[src/rtl/xlate_root_csr.sv]
module xlate_root_csr #(
  parameter bit HAS_MMU = 1'b1,
  parameter int MODE_W  = 8,
  parameter int ASID_W  = 32,
  parameter int PPN_W   = 50
) (
  input  logic               clk,
  input  logic               rst_n,
  input  logic               csr_re,
  input  logic               csr_we,
  input  logic [127:0]       csr_wdata,
  input  logic [1:0]         priv_lvl,
  input  logic               trap_vm,
  output logic [127:0]       csr_rdata,
  output logic               illegal_trap,
  output logic               tlb_flush,
  output logic [MODE_W-1:0]  cur_mode,
  output logic [ASID_W-1:0]  cur_asid,
  output logic [PPN_W-1:0]   root_ppn
);

  localparam int REG_W    = 128;
  localparam int MODE_LSB = REG_W - MODE_W;
  localparam int ASID_LSB = MODE_LSB - ASID_W;
  localparam int GAP_W    = ASID_LSB - PPN_W;
  localparam logic [MODE_W-1:0] MODE_BARE = '0;
  localparam logic [MODE_W-1:0] MODE_L3   = MODE_W'(12);
  localparam logic [MODE_W-1:0] MODE_L4   = MODE_W'(13);
  localparam logic [1:0] PRIV_SUP = 2'd1;

  logic [MODE_W-1:0] new_mode;
  logic [ASID_W-1:0] new_asid;
  logic [PPN_W-1:0]  new_ppn;
  logic mode_ok, differs, hits, blocked, commit;
  logic flush_q;

  assign new_mode = csr_wdata[REG_W-1:MODE_LSB];
  assign new_asid = csr_wdata[MODE_LSB-1:ASID_LSB];
  assign new_ppn  = csr_wdata[PPN_W-1:0];

  assign mode_ok = (new_mode == MODE_BARE) || (new_mode == MODE_L3) || (new_mode == MODE_L4);
  assign differs = (new_mode != cur_mode) || (new_asid != cur_asid) || (new_ppn != root_ppn);
  assign blocked = HAS_MMU && (priv_lvl == PRIV_SUP) && trap_vm;
  assign hits    = HAS_MMU && csr_we && mode_ok && differs;
  assign commit  = hits && !blocked;

  always_ff @(posedge clk) begin
    if (!rst_n) begin
      cur_mode <= '0;
      cur_asid <= '0;
      root_ppn <= '0;
      flush_q  <= 1'b0;
    end else begin
      flush_q <= commit && (new_asid != cur_asid);
      if (commit) begin
        cur_mode <= new_mode;
        cur_asid <= new_asid;
        root_ppn <= new_ppn;
      end
    end
  end

  assign tlb_flush    = flush_q;
  assign illegal_trap = blocked && ((HAS_MMU && csr_re) || hits);
  assign csr_rdata    = (HAS_MMU && csr_re && !blocked)
                        ? {cur_mode, cur_asid, {GAP_W{1'b0}}, root_ppn}
                        : '0;


  flush_on_asid_change_chk: assert property (@(posedge clk) disable iff (!rst_n)
    tlb_flush |-> (cur_asid != $past(cur_asid)));


  blocked_write_holds_chk: assert property (@(posedge clk) disable iff (!rst_n)
    (csr_we && !csr_re && illegal_trap) |=>
      ($stable(cur_mode) && $stable(cur_asid) && $stable(root_ppn)));


  bad_mode_quiet_chk: assert property (@(posedge clk) disable iff (!rst_n)
    (csr_we && !csr_re && !mode_ok) |-> !illegal_trap);


  bad_mode_hold_chk: assert property (@(posedge clk) disable iff (!rst_n)
    (csr_we && !mode_ok) |=>
      ($stable(cur_mode) && $stable(cur_asid) && $stable(root_ppn)));


  blocked_read_chk: assert property (@(posedge clk) disable iff (!rst_n)
    (HAS_MMU && csr_re && priv_lvl == PRIV_SUP && trap_vm) |->
      (illegal_trap && csr_rdata == '0));

endmodule

[config.mk]
export PLATFORM = sky130hd
export DESIGN_NAME = xlate_root_csr
export DESIGN_NICKNAME = d
export VERILOG_FILES = /design/src/rtl/xlate_root_csr.sv
export SDC_FILE = /design/constraint.sdc
export NUM_CORES = 1
export LEC_CHECK = 0
export BUFFER_PORTS_ARGS = -buffer_cell sky130_fd_sc_hd__buf_2
export CAP_MARGIN = 40
export CELL_PAD_IN_SITES_DETAIL_PLACEMENT = 0
export CELL_PAD_IN_SITES_GLOBAL_PLACEMENT = 2
export CORE_ASPECT_RATIO = 0.5
export CORE_MARGIN = 10
export CORE_UTILIZATION = 23
export CTS_CLUSTER_DIAMETER = 40
export DETAILED_ROUTE_END_ITERATION = 10
export HOLD_SLACK_MARGIN = 0.1
export PLACE_DENSITY = 0.83
export SKIP_CTS_REPAIR_TIMING = 1
export SLEW_MARGIN = 20
export SYNTH_ARGS = -nofsm -noshare
export SYNTH_HDL_FRONTEND = slang
export SYNTH_SLANG_ARGS = --single-unit
[constraint.sdc]
create_clock -name clk -period 2 [get_ports clk]
set_input_delay 0.2 -clock clk [delete_from_list [all_inputs] [get_ports clk]]
set_output_delay 0.2 -clock clk [all_outputs]
set_load 0.03 [all_outputs]
==> results of run 1 <==
[final cells by class]
class,instances,area share (%)
Clock inverter,4,0.312
Timing Repair Buffer,394,30.1
Antenna cell,1,0.0297
Tap cell,336,4.99
Clock buffer,12,2.92
Sequential cell,91,21.7
Multi-Input combinational cell,519,39.9
[metal layers]
layer	global-route usage, %	wire [um]	part of all wire (%)
met1	13.5	9450	41
met2	26.4	12800	55
met3	3.10	743	3.2
met4	2.87	263	1.1
met5	0	13	0.056
[power by group through the flow]
stage                     registers [mW]  logic (mW)  clock network, mW
final                               1.82       0.574               1.64
after global routing                1.82       0.627               1.78
after CTS                           1.82       0.557               1.72
after detailed placement            1.86       0.556                  0
after global placement              1.86       0.544                  0
after floorplan                     1.87       0.364                  0
[sequential cells by signal (all words and copies together) (netlist names)]
| signal | flops |
|---|---|
| tlb_flush | 1 |
| root_ppn | 50 |
| cur_mode | 8 |
| cur_asid | 32 |
[tightest hold or removal path: stages]
cell and delay (ps):
buf_2 110, nand2_1 50, mux2i_1 60
[stage by stage]
step                setup slack [ps]  hold WS [ps]  power (mW)
finish                          -540           110        4.04
detailed placement              -389           470        2.42
global route                    -668           102        4.22
floorplan                       12.7           335        2.24
CTS                             -804          91.8        4.10
global placement                -450           460        2.41
[cell families (layout without fill, tap and decap cells)]
family | after synthesis | in the layout | share of synthesized area [%]
buffers and inverters | 87 | 410 | 12.0
AND/OR/NAND/NOR | 301 | 301 | 26.2
flip-flops | 91 | 91 | 32.2
multiplexers | 83 | 83 | 14.7
other | 1 | 39 | 0.0663
XOR/XNOR | 90 | 90 | 13.9
AO/OA/AOI/OAI | 7 | 7 | 0.841
[synthesized netlist by cell type]
library cell	n
xor2_1	90
buf_8	8
and3_1	89
nor3b_1	1
buf_12	1
a21oi_1	2
clkbuf_1	23
a211o_2	1
o21ai_1	2
nor4b_2	1
o21ba_2	1
nand2_1	170
buf_2	1
and3_2	1
or4_1	1
nor4_1	22
nand4_1	5
and3b_1	5
nand3_1	1
nand3b_1	1
nor3_1	1
buf_6	1
buf_4	38
dlygate4sd3_1	15
mux2i_1	83
nor2_1	2
dfxtp_1	91
conb_1	1
nor4_2	1
a21boi_0	1
[worst min path at each step]
stage	startpoint	endpoint	slack [ps]	cells past startpoint
3_5_place_dp	csr_wdata[22]	root_ppn[22]$_SDFFE_PN0P_	470	3
2_1_floorplan	csr_wdata[0]	root_ppn[0]$_SDFFE_PN0P_	330	2
3_3_place_gp	csr_wdata[44]	root_ppn[44]$_SDFFE_PN0P_	460	3
5_1_grt	csr_wdata[15]	root_ppn[15]$_SDFFE_PN0P_	100	3
4_1_cts	csr_wdata[44]	root_ppn[44]$_SDFFE_PN0P_	90	3
6_report	csr_wdata[0]	root_ppn[0]$_SDFFE_PN0P_	110	3
==> impl_summary.log, run 1 <==
[metrics] starting utilization of the core area: 23.5%
[metrics] flip-flop and latch count after synthesis: 91
[metrics] post-route minimum period: 2540 ps
[metrics] cell types with the largest area share after synthesis: dfxtp_1, mux2i_1, xor2_1
[metrics] remaining number of nets flagged by the antenna check after routing: 0
[metrics] post-place instance area: 7800 um^2
[metrics] clock tree from TritonCTS: built
[metrics] worst path setup slack after routing: -540 ps
[metrics] Clock transition at path regs: 70 ps
[metrics] global-route wire length before repair: 32100 um
[metrics] setup repair after global routing missed its margin: yes
[metrics] utilization after layout: 35.0%
[metrics] count of pins on the block boundary: 355
[metrics] Chip Height: 131 um
[metrics] combined area of the multi-input logic cells: 3360 um^2
[metrics] maximum number of pins on one net before global-route repair: 53
[metrics] number of buffer cells added on primary ports: 278
[metrics] number of buffer and inverter stages on the critical path: 3
[metrics] CP max stage cell: nor4_2
[metrics] cell count along the critical path: 9
[metrics] number of standard cells in the final layout excluding fillers: 1357
[metrics] startpoint of the most critical setup path: root_ppn[20]$_SDFFE_PN0P_
[metrics] remaining global-route overflow: 0
[metrics] worst max-slew margin expressed relative to the limit: 65.2%
[metrics] most common cell after layout, fill and taps aside: buf_2
[metrics] worst endpoint required time: 1800 ps
[metrics] GPL Wtd Cong: 0.783
[metrics] share of power burned in registers: 45.1%
[metrics] run status: complete, but fails checks
[metrics] cell count after synthesis: 660
[metrics] worst-skew pair later-pin latency: 350 ps
[metrics] initial antenna violation count: 3
[metrics] setup total negative slack: -27870 ps
[metrics] Arrival @ worst endpoint: 2340 ps
[metrics] startpoint kind of the worst setup timing path: flop
[metrics] max cap viols: 0
[metrics] class of the tightest hold or removal check: input pin to flop
[metrics] start of the worst register-to-register path: root_ppn[20]$_SDFFE_PN0P_
[metrics] fillcell total: 2557
[metrics] total wire length after detailed routing: 23300 um
[metrics] level count of the clock H-tree: 3
[metrics] slew at the pin closest to its max-slew limit: 521 ps
[metrics] post-synth top area share: 32.2%
[metrics] drt first pass iters: 4
[metrics] Clock Tree Root: clkbuf_16
[metrics] depth of the most critical reg-to-reg path: 11
[metrics] layout-stage area growth over the synthesis result: 49.1%
[metrics] vias in the first global route: 5564
[metrics] number of instances in the placed design: 1325
[metrics] violated checks: setup timing
[metrics] most frequent cells in the layout: buf_2, nand2_1, buf_4
[metrics] clock buffer count from CTS: 9
[metrics] final layout net count: 1150
[metrics] die area: 31600 um^2
[metrics] post-route clock skew: 9.32 ps
[metrics] setup violation total in the final timing report: 91
[metrics] Sequential cell area: 1830 um^2
[metrics] Comb power frac: 14.2%
[metrics] Max Fclk: 0.394 GHz
[metrics] Std-Cell Core Area: 24100 um^2
[metrics] maximum clock insertion buffer count: 2
[metrics] average instance area after synthesis: 8.57 um^2
[metrics] end point of the critical path: illegal_trap
[metrics] Power Density: 479 nW/um^2
[metrics] capturing point of the worst reg2reg path: cur_asid[24]$_SDFFE_PN0P_
[metrics] routed len/inst: 17.2 um
[metrics] detailed placement HPWL: 18100 um
[metrics] overall die width: 242 um
[metrics] remaining design rule violation count: 0
[metrics] Crit path largest cell delay: 410 ps
[metrics] post-synth top area cell: dfxtp_1
[metrics] type of the worst setup path: flop to primary output
[metrics] maximum fanout count along the critical path: 3
[metrics] warning count from the yosys run: 0
[metrics] cell leakage power: 4.70 nW
[metrics] clock network fraction of total power: 40.7%
[metrics] Net Switching: 1.15 mW
[metrics] max-slew violation count: 0
[metrics] via count of the routed design: 5573
[metrics] critical path, cell by cell: xor2_1 > nor4_2 > buf_4 > nand4_1 > nor4_2 > buf_4 > a21boi_2 > o21ba_2 > buf_6
[metrics] internal portion of total power: 2.89 mW
[metrics] first-iteration detailed-routing DRC count: 239
[metrics] final worst-path cycle share: 127%
[metrics] R2R Setup Slk: -340 ps
[metrics] total routing usage reported by global routing: 13.0%
[metrics] kind of end point of the critical path: primary output
[metrics] Finished Cell Area: 8430 um^2
[metrics] peak supply drop: 0.000342 V
[metrics] total clock sinks: 91
[metrics] switch share: 28.5%
[metrics] netlist area before placement: 5650 um^2
[metrics] count of final hold-check violations: 0
[metrics] std cell rows: 40
[metrics] Seq/Total Area, Yosys: 32.2%
[metrics] cell family with the largest share of critical-path delay: simple AND/OR/NAND/NOR gates
[metrics] fraction of final layout cells with drive strength greater than 1: 42.3%
[metrics] Distinct cells, synth: 30
[metrics] mean number of vias per cell: 4.11
Power figures use the tool's default switching activity.
==> inputs of run 2 (changes only) <==
- BUFFER_PORTS_ARGS: -buffer_cell sky130_fd_sc_hd__buf_2 -> -buffer_cell sky130_fd_sc_hd__buf_4
- SLEW_MARGIN: 20 -> unset
==> impl_summary.log, run 2 (synthesis gave the netlist of run 1 again) <==
[metrics] run status: complete, but fails checks (unchanged)
[metrics] violated checks: setup timing (unchanged)
[metrics] clock buffer count from CTS: 9 (unchanged)
[metrics] drt first pass iters: 4 (unchanged)
[metrics] starting utilization of the core area: 23.5% (unchanged)
[metrics] clock tree from TritonCTS: built (unchanged)
[metrics] setup violation total in the final timing report: 91 (unchanged)
[metrics] die area: 31600 um^2 (unchanged)
[metrics] kind of end point of the critical path: primary output (unchanged)
[metrics] Clock transition at path regs: 70 ps (about the same)
[metrics] detailed placement HPWL: 18500 um (was 18100 um)
[metrics] via count of the routed design: 5643 (was 5573)
[metrics] Max Fclk: 0.400 GHz (was 0.394 GHz)
[metrics] Power Density: 471 nW/um^2 (was 479 nW/um^2)
[metrics] post-route clock skew: 8.72 ps (was 9.32 ps)
[metrics] worst-skew pair later-pin latency: 350 ps (about the same)
[metrics] max FFs per register: 50 (unchanged)
[metrics] peak supply drop: 0.000313 V (was 0.000342 V)
[metrics] maximum number of pins on one net before global-route repair: 59 (was 53)
[metrics] worst max-slew margin expressed relative to the limit: 62.9% (was 65.2%)
[metrics] vias in the first global route: 5541 (was 5564)
[metrics] cell leakage power: 4.84 nW (was 4.70 nW)
[metrics] std cell rows: 40 (unchanged)
[metrics] number of buffer cells added on primary ports: 278 (unchanged)
[metrics] total clock sinks: 91 (unchanged)
[metrics] level count of the clock H-tree: 3 (unchanged)
[metrics] count of final hold-check violations: 0 (unchanged)
[metrics] maximum fanout count along the critical path: 2 (was 3)
[metrics] layout-stage area growth over the synthesis result: 64.0% (was 49.1%)
[metrics] class of the tightest hold or removal check: input pin to flop (unchanged)
[metrics] first-iteration detailed-routing DRC count: 171 (was 239)
[metrics] mean number of vias per cell: 4.13 (was 4.11)
[metrics] utilization after layout: 38.5% (was 35.0%)
[metrics] total wire length after detailed routing: 23900 um (was 23300 um)
[metrics] registers with the highest flip-flop counts: root_ppn (50), cur_asid (32), cur_mode (8) (unchanged)
[metrics] setup repair after global routing missed its margin: yes (unchanged)
[metrics] count of pins on the block boundary: 355 (unchanged)
[metrics] maximum clock insertion buffer count: 2 (unchanged)
[metrics] global-route wire length before repair: 32600 um (was 32100 um)
[metrics] initial antenna violation count: 0 (was 3)
[metrics] worst slack on hold paths: 112 ps (was 110 ps)
[metrics] routed len/inst: 17.5 um (was 17.2 um)
[metrics] Antenna Diode Count: 0 (was 1)
[metrics] Arrival @ worst endpoint: 2300 ps (was 2340 ps)
[metrics] remaining global-route overflow: 0 (unchanged)
[metrics] startpoint kind of the worst setup timing path: flop (unchanged)
[metrics] max-slew violation count: 0 (unchanged)
[metrics] most frequent cells in the layout: buf_4, nand2_1, and3_1 (was buf_2, nand2_1, buf_4)
[metrics] remaining design rule violation count: 0 (unchanged)
[metrics] total routing usage reported by global routing: 13.3% (was 13.0%)
[metrics] remaining number of nets flagged by the antenna check after routing: 0 (unchanged)
[metrics] GPL Wtd Cong: 0.786 (was 0.783)
[metrics] final layout net count: 1162 (was 1150)
[metrics] Clock Tree Root: clkbuf_16 (unchanged)
[metrics] max cap viols: 0 (unchanged)
[metrics] post-route minimum period: 2500 ps (was 2540 ps)
[metrics] Top reg by flops: root_ppn (unchanged)
[metrics] overall die width: 242 um (unchanged)
[metrics] slew at the pin closest to its max-slew limit: 557 ps (was 521 ps)
[metrics] Chip Height: 131 um (unchanged)
[metrics] type of the worst setup path: flop to primary output (unchanged)
[metrics] worst path setup slack after routing: -497 ps (was -540 ps)
[metrics] Std-Cell Core Area: 24100 um^2 (unchanged)
[metrics] fraction of final layout cells with drive strength greater than 1: 42.9% (was 42.3%)
[metrics] final worst-path cycle share: 125% (was 127%)
[metrics] most common cell after layout, fill and taps aside: buf_4 (was buf_2)
[metrics] worst endpoint required time: 1800 ps (about the same)
run 2: cell types whose count changed in the layout (fill, tap and decap cells not counted), moves of 2 or more:
cell	change
buf_6	-2
buf_12	+3
buf_2	-276
bufinv_16	+2
buf_4	+289
buf_8	-3
clkbuf_1	-2
run 2: routing by layer:
layer / global-route usage [%] / part of all wire, % / up-vias
met5: 0 / 0 / -
met2: 27.3 / 56 / 108
met4: 2.57 / 0.93 / 0
met3: 3.12 / 3.9 / 11
met1: 13.6 / 39 / 2663
li1: - / - / 2861
run 2: final timing paths:
check | startpoint | to | slack [ps] | cells past startpoint
worst min-delay path | csr_wdata[8] | root_ppn[8]$_SDFFE_PN0P_ | 110 | 3
worst min register to register | cur_asid[19]$_SDFFE_PN0P_ | cur_asid[19]$_SDFFE_PN0P_ | 500 | 2
worst max-delay path | root_ppn[6]$_SDFFE_PN0P_ | illegal_trap | -500 | 9
worst max register to register | root_ppn[6]$_SDFFE_PN0P_ | root_ppn[43]$_SDFFE_PN0P_ | -400 | 12
run 2: worst max-delay path: stages, from the launching register on:
cell and delay, ps:
dfxtp_2 330, xor2_2 150, nor4_2 350, buf_4 160
nand4_1 100, nor4_2 300, buf_4 160, a21boi_2 40
o21ba_2 210, buf_6 140
run 2: layout make-up:
class	count	area, um^2
clock inverters	4	73.8
repair buffers	406	3330
fillers	2520	14800
well taps	336	420
flip-flops and latches	91	1830
clock buffers	11	253
multi-input cells	519	3360
run 2: metrics by stage:
step	worst slack, ps	power, mW	TNS, ps	area (um^2)	instances
floorplan	12.7	2.24	0	5800	697
global placement	-311	2.46	-17750	8560	1335
detailed placement	-350	2.47	-23570	8560	1335
CTS	-765	4.42	-27570	8890	1350
global route	-621	4.56	-43150	9270	1367
finish	-497	4.37	-33770	9270	1367
run 2: report_power, final:
group / total, mW / switching [mW] / leakage [nW] / internal (mW)
clock: 1.92 / 0.763 / 0.162 / 1.16
combinational: 0.625 / 0.377 / 3.95 / 0.248
sequential: 1.82 / 0.00355 / 0.736 / 1.82
total: 4.37 / 1.14 / 4.84 / 3.22
